[config.mk]
export PLATFORM = sky130hd
export DESIGN_NAME = opcode_trap_injector
export DESIGN_NICKNAME = d
export VERILOG_FILES = /design/src/rtl/opcode_trap_injector.sv
export SDC_FILE = /design/constraint.sdc
export NUM_CORES = 1
export LEC_CHECK = 0
export BUFFER_PORTS_ARGS = -buffer_cell sky130_fd_sc_hd__buf_2
export CORE_MARGIN = 2
export CORE_UTILIZATION = 40
export CTS_CLUSTER_SIZE = 20
export DETAILED_ROUTE_END_ITERATION = 7
export HOLD_SLACK_MARGIN = 0.02
export PLACE_DENSITY = 0.56
export SETUP_SLACK_MARGIN = 0.5
export SYNTH_ARGS = -nofsm -noshare
export SYNTH_HDL_FRONTEND = slang
export SYNTH_SLANG_ARGS = --single-unit
[constraint.sdc]
create_clock -name clk -period 6.3 [get_ports clk]
set_input_delay 0.945 -clock clk [delete_from_list [all_inputs] [get_ports clk]]
set_output_delay 0.945 -clock clk [all_outputs]
set_load 0.01 [all_outputs]
[src/rtl/opcode_trap_injector.sv]
module opcode_trap_injector #(
  parameter int unsigned DW = 8,
  parameter logic [7:0]  BRK_OP = 8'h00
) (
  input  logic          clk,
  input  logic          rst_n,
  input  logic [DW-1:0] bus_din,
  input  logic          fetch,
  input  logic          rd_en,
  output logic [DW-1:0] cpu_dout,
  output logic          trap_pulse,
  input  logic          map_we,
  input  logic [DW-1:0] map_addr,
  input  logic          map_wdata,
  input  logic          trap_ack,
  output logic          trap_flag,
  output logic [DW-1:0] trap_op
);
  localparam int unsigned DEPTH = 1 << DW;
  localparam logic [DW-1:0] FORCED = BRK_OP[DW-1:0];

  logic [DEPTH-1:0] ill_map;
  logic             hit;

  always_ff @(posedge clk) begin
    if (!rst_n)      ill_map <= '0;
    else if (map_we) ill_map[map_addr] <= map_wdata && (map_addr != FORCED);
  end

  assign hit        = fetch & rd_en & ill_map[bus_din];
  assign trap_pulse = hit;
  assign cpu_dout   = hit ? FORCED : bus_din;

  always_ff @(posedge clk) begin
    if (!rst_n) begin
      trap_flag <= 1'b0;
      trap_op   <= '0;
    end else if (hit && (!trap_flag || trap_ack)) begin
      trap_flag <= 1'b1;
      trap_op   <= bus_din;
    end else if (trap_ack) begin
      trap_flag <= 1'b0;
    end
  end
endmodule

======== Word level (Yosys, flattened, before mapping) ========
Index checks and enable logic that the tools add are counted.
storage, ports and cells
  output and inout port bits .............. 18
  RAM bits ................................ 0
  bits in latches ......................... 0
  bits in read-only memories .............. 0
  logic and storage cells ................. 23
  memories kept ........................... 0
  bits in registers ....................... 265
  input bits .............................. 23
operators by class
  magnitude comparators ................... 3
  multiply operators ...................... 0
  mux-type cells .......................... 8
  add/sub/neg operators ................... 0
  eq/ne operators ......................... 0
  reduce and logical (&&, ||, !) cells .... 7
  div/mod/pow operators ................... 0
  bitwise gates (word level) .............. 2
  shift operators ......................... 0
operators with widths
  cell                count
  $bwmux 256          1
  $lt 8x9->1 const B  2
  $bmux 1 s8          1
  $demux 1 s8         1
  $ge 8x1->1 const B  1
  $mux 8              1
  $reduce_bool 8->1   1
  $mux 1              4
  $logic_and 1x1->1   3
  $and 1x1->1         2
  $reduce_bool 2->1   1
  $logic_not 1->1     1
  $logic_or 1x1->1    1

======== Depth between registers and ports, before layout ========
  word-level depth ........................ 5
  mapped depth ............................ 11
  mapped depth without buffers ............ 8

======== Least setup slack after synthesis ========
No wires, ideal clock.
  path type ............................... input port to output port
  from .................................... in bus_din[2]
  to ...................................... out cpu_dout[5]
  setup slack ............................. 2.266 ns
  arrival ................................. 3.089 ns
  stages .................................. 10
  buffers on the path ..................... 2
  required time ........................... 5.355 ns
  cell sequence ........................... buf_2 -> clkbuf_1 -> mux4_2 -> a22oi_1 -> nand2_1 -> mux4_2 -> o21a_1 -> a21oi_4 -> inv_2 -> nor2_1
on the way
  word-level cells in the longest chain between the ends .. 4
RTL lines
  item                          RTL line  source
  from (decl)                   7         input logic [DW-1:0] bus_din,
  $bmux 1 s8                    30        assign hit = fetch & rd_en & ill_map[bus_din];
  $mux 1 (implied by the code)  30
  $and 1x1->1                   30
  net trap_pulse                11        output logic trap_pulse,
  $mux 8                        32        assign cpu_dout = hit ? FORCED : bus_din;
  to (decl)                     10        output logic [DW-1:0] cpu_dout,
The timed path passes the listed nets, and every way through them passes these cells. The select of a mux whose other input is x is not followed.

======== Final worst setup path ========
  from .................................... in bus_din[2]
  to ...................................... out cpu_dout[3]
on the way
  word-level cells in the longest chain between the ends .. 4
RTL lines
  item                          RTL line
  $bmux 1 s8                    30
  $mux 1 (implied by the code)  30
  $and 1x1->1                   30
  $mux 8                        32
No other way between the ends. The select of a mux whose other input is x is not followed.

==> impl_metrics.env <==
export IMPL_grt_antenna_before_repair=2
export IMPL_ys_flop_type="dfxtp_1"
export IMPL_wl_met3_mm=3.38
export IMPL_cts_root_buffer="clkbuf_16"
export IMPL_worst_pin_slew_ns=1.31
export IMPL_met1_length_mm=19.5
export IMPL_wl_met2_mm=21.8
export IMPL_ant_nets=0
export IMPL_worstHoldStart="ill_map[0]$_SDFFE_PN0P_"
export IMPL_syn_inst=1529
export IMPL_io_pins=41
export IMPL_cts_repair_resized=0
export IMPL_area_growth_syn_to_layout_pct=9.30
export IMPL_leakagePower_nw=4.63
export IMPL_end_kind="output port"
export IMPL_crit_end="cpu_dout[3]"
export IMPL_grt_max_degree=132
export IMPL_reg2reg_depth=7
export IMPL_totalWireLength_mm=46.0
export IMPL_fin_crit_sh=0.780
export IMPL_status="completed"
export IMPL_initial_core_util=0.403
export IMPL_clk_latency_ns=0.55
export IMPL_cts_buffer_depth=3
export IMPL_crit_path_max_fanout=34
export IMPL_seq_area_frac_synth=0.395
export IMPL_worstPathArrival_ns=3.97
export IMPL_synth_seq_cells=265
export IMPL_min_delay_path_class="flop to flop"
export IMPL_drv_slew=0
export IMPL_nets=1467
export IMPL_clk_pin_slew_ns=0.06
export IMPL_grt_pass1_vias=11400
export IMPL_avgRoutedWirePerCell_um=24.0
export IMPL_grt_pass1_wl_mm=70.8
export IMPL_r2r_start="ill_map[63]$_SDFFE_PN0P_"
export IMPL_synth_area_per_cell_um2=8.78
export IMPL_maxCapViolCount=0
export IMPL_top_layer="met5"
export IMPL_setup_violations=0
export IMPL_ir_drop_mv=0.191
export IMPL_crit_path_top_delay_cell="buf_2"
export IMPL_avgViaCountPerCell=6.15
export IMPL_synth_edf_count=0
export IMPL_clock_sinks=265
export IMPL_final_core_util=0.441
export IMPL_relSlewSlack=0.121
export IMPL_synthArstFlopShare=0
export IMPL_design_area_um2=14700
export IMPL_crit_path_cell_trace="buf_2, buf_4, mux4_2, a22oi_1, nand2_1, mux4_2, o21a_1, a21oi_4, and2_1, buf_2"
export IMPL_syn_num_nets=1552
export IMPL_cpPeakStageDelay_ns=0.77
export IMPL_via_count=11800
export IMPL_synth_cell_type_count=41
export IMPL_rows=67
export IMPL_first_pass_iters=5
export IMPL_cts_buffers=29
export IMPL_crit_type="input port to output port"
export IMPL_critPathLaunch="bus_din[2]"
export IMPL_p_per_area_nw_per_um2=260
export IMPL_antennaDiodeCount=0
export IMPL_r2r_end="trap_op[0]$_SDFFE_PN0P_"
export IMPL_core_um2=33300
export IMPL_rsz0062_at_grt="no"
export IMPL_grt_overflow_total=0
export IMPL_cts_htree_levels=1
export IMPL_tns_ns=0
export IMPL_hpwlAfterDp_mm=26.2
export IMPL_cts_setup_buffers=0
export IMPL_die_y_um=187
export IMPL_r2r_slack_ns=3.86
export IMPL_cp_start_kind="input port"
export IMPL_cts_hold_buffers=0
export IMPL_chipWidth_um=187
export IMPL_period_minus_slack_ns=4.91
export IMPL_die_area_um2=35000
export IMPL_place_congestion=0.801
export IMPL_track_usage=0.257
export IMPL_place_area_um2=13600
export IMPL_crit_required_ns=5.35
export IMPL_portBuffers=40
export IMPL_drc=0
export IMPL_synth_warnings=0
export IMPL_drive_gt1_frac=0.111
export IMPL_hold_violations=0
export IMPL_max_freq_mhz=203
export IMPL_syn_area_um2=13400
export IMPL_power_total_mw=3.81
export IMPL_tritoncts="yes"
export IMPL_fin_skew_ns=0.00838
export IMPL_drtIter0Drc=1366
-- worst min-delay path by stage --
stage | end | depth (start not counted)
detailed placement | ill_map[0]$_SDFFE_PN0P_ | 2
global route | ill_map[0]$_SDFFE_PN0P_ | 2
CTS | ill_map[0]$_SDFFE_PN0P_ | 2
finish | ill_map[0]$_SDFFE_PN0P_ | 2
global placement | ill_map[0]$_SDFFE_PN0P_ | 2
floorplan | ill_map[0]$_SDFFE_PN0P_ | 2
-- synthesized netlist by cell type (2+ instances only) --
master / count / area share
nand3_1: 244 / 0.091
o21a_1: 2 / 0.0011
nand4_1: 6 / 0.0028
buf_2: 5 / 0.0019
and3_1: 16 / 0.0075
o21ai_0: 256 / 0.095
buf_4: 4 / 0.0022
clkbuf_1: 144 / 0.040
buf_1: 19 / 0.0053
nor2b_1: 16 / 0.0075
nand2_1: 84 / 0.023
and2_1: 10 / 0.0047
mux2_2: 2 / 0.0017
a21boi_0: 256 / 0.14
mux4_2: 47 / 0.079
mux4_1: 14 / 0.027
a22oi_1: 23 / 0.013
nand2b_1: 7 / 0.0033
mux2i_1: 25 / 0.019
nor3_1: 6 / 0.0022
a21oi_1: 5 / 0.0019
buf_6: 5 / 0.0042
nor2_1: 49 / 0.014
a211oi_1: 2 / 0.0011
dfxtp_1: 265 / 0.40
and4_1: 2 / 0.0013
-- area by class of cell --
type | count | area, um^2
fillers | 3250 | 18600
repair buffers | 62 | 387
clock inverters | 12 | 219
flip-flops and latches | 265 | 5310
multi-input cells | 1084 | 7380
clock buffers | 41 | 811
well taps | 448 | 561
inverters | 2 | 7.51
-- power by group --
part,internal [mW],switching (mW)
clock,1.14,0.725
combinational,0.0755,0.192
sequential,1.68,0.00173
total,2.89,0.918
-- cell families (layout without fill, tap and decap cells) --
family          after synthesis  after routing  share of synthesized area
simple gates                443            443                      0.159
buf+inv                     180            117                     0.0559
mux                          88             88                      0.127
compound gates              553            553                      0.263
flops                       265            265                      0.395
-- cells in the final DEF, fill, tap and decap left out, types with 5 or more instances in the layout --
cell type,netlist,final
nor2_1,49,49
nand4_1,6,6
a21oi_1,5,5
nor3_1,6,6
dfxtp_1,265,265
nand2_1,84,84
o21ai_0,256,256
and3_1,16,16
mux4_2,47,47
mux4_1,14,14
mux2i_1,25,25
clkbuf_1,144,8
a22oi_1,23,23
nor2b_1,16,16
and2_1,10,10
nand3_1,244,244
a21boi_0,256,256
clkbuf_16,0,29
buf_4,4,22
buf_2,5,38
bufinv_16,0,6
nand2b_1,7,7
-- per-layer routing --
layer,vias to the layer above,track usage
met2,455,0.426
met4,2,0.0784
li1,5395,-
met1,5832,0.350
met3,96,0.0351
met5,-,0
-- through the flow --
step	cells	hold slack, ns	setup slack [ns]
2_1_floorplan	1529	0.409	2.27
3_3_place_gp	1861	0.422	1.51
3_5_place_dp	1861	0.430	1.40
4_1_cts	1914	0.441	1.39
5_1_grt	1914	0.455	1.23
6_report	1914	0.442	1.39
-- flip-flops by register name (all words and copies together) (netlist names) --
register,cells
ill_map,256
trap_flag,1
trap_op,8
-- worst max-delay path: cells and delay by family --
kind                   cells  cell delay, ns
AND/OR/NAND/NOR            2            0.25
multiplexers               2            0.86
AO/OA/AOI/OAI              3            0.66
buffers and inverters      3            1.22
No activity file was read; power rests on OpenSTA's default activity.
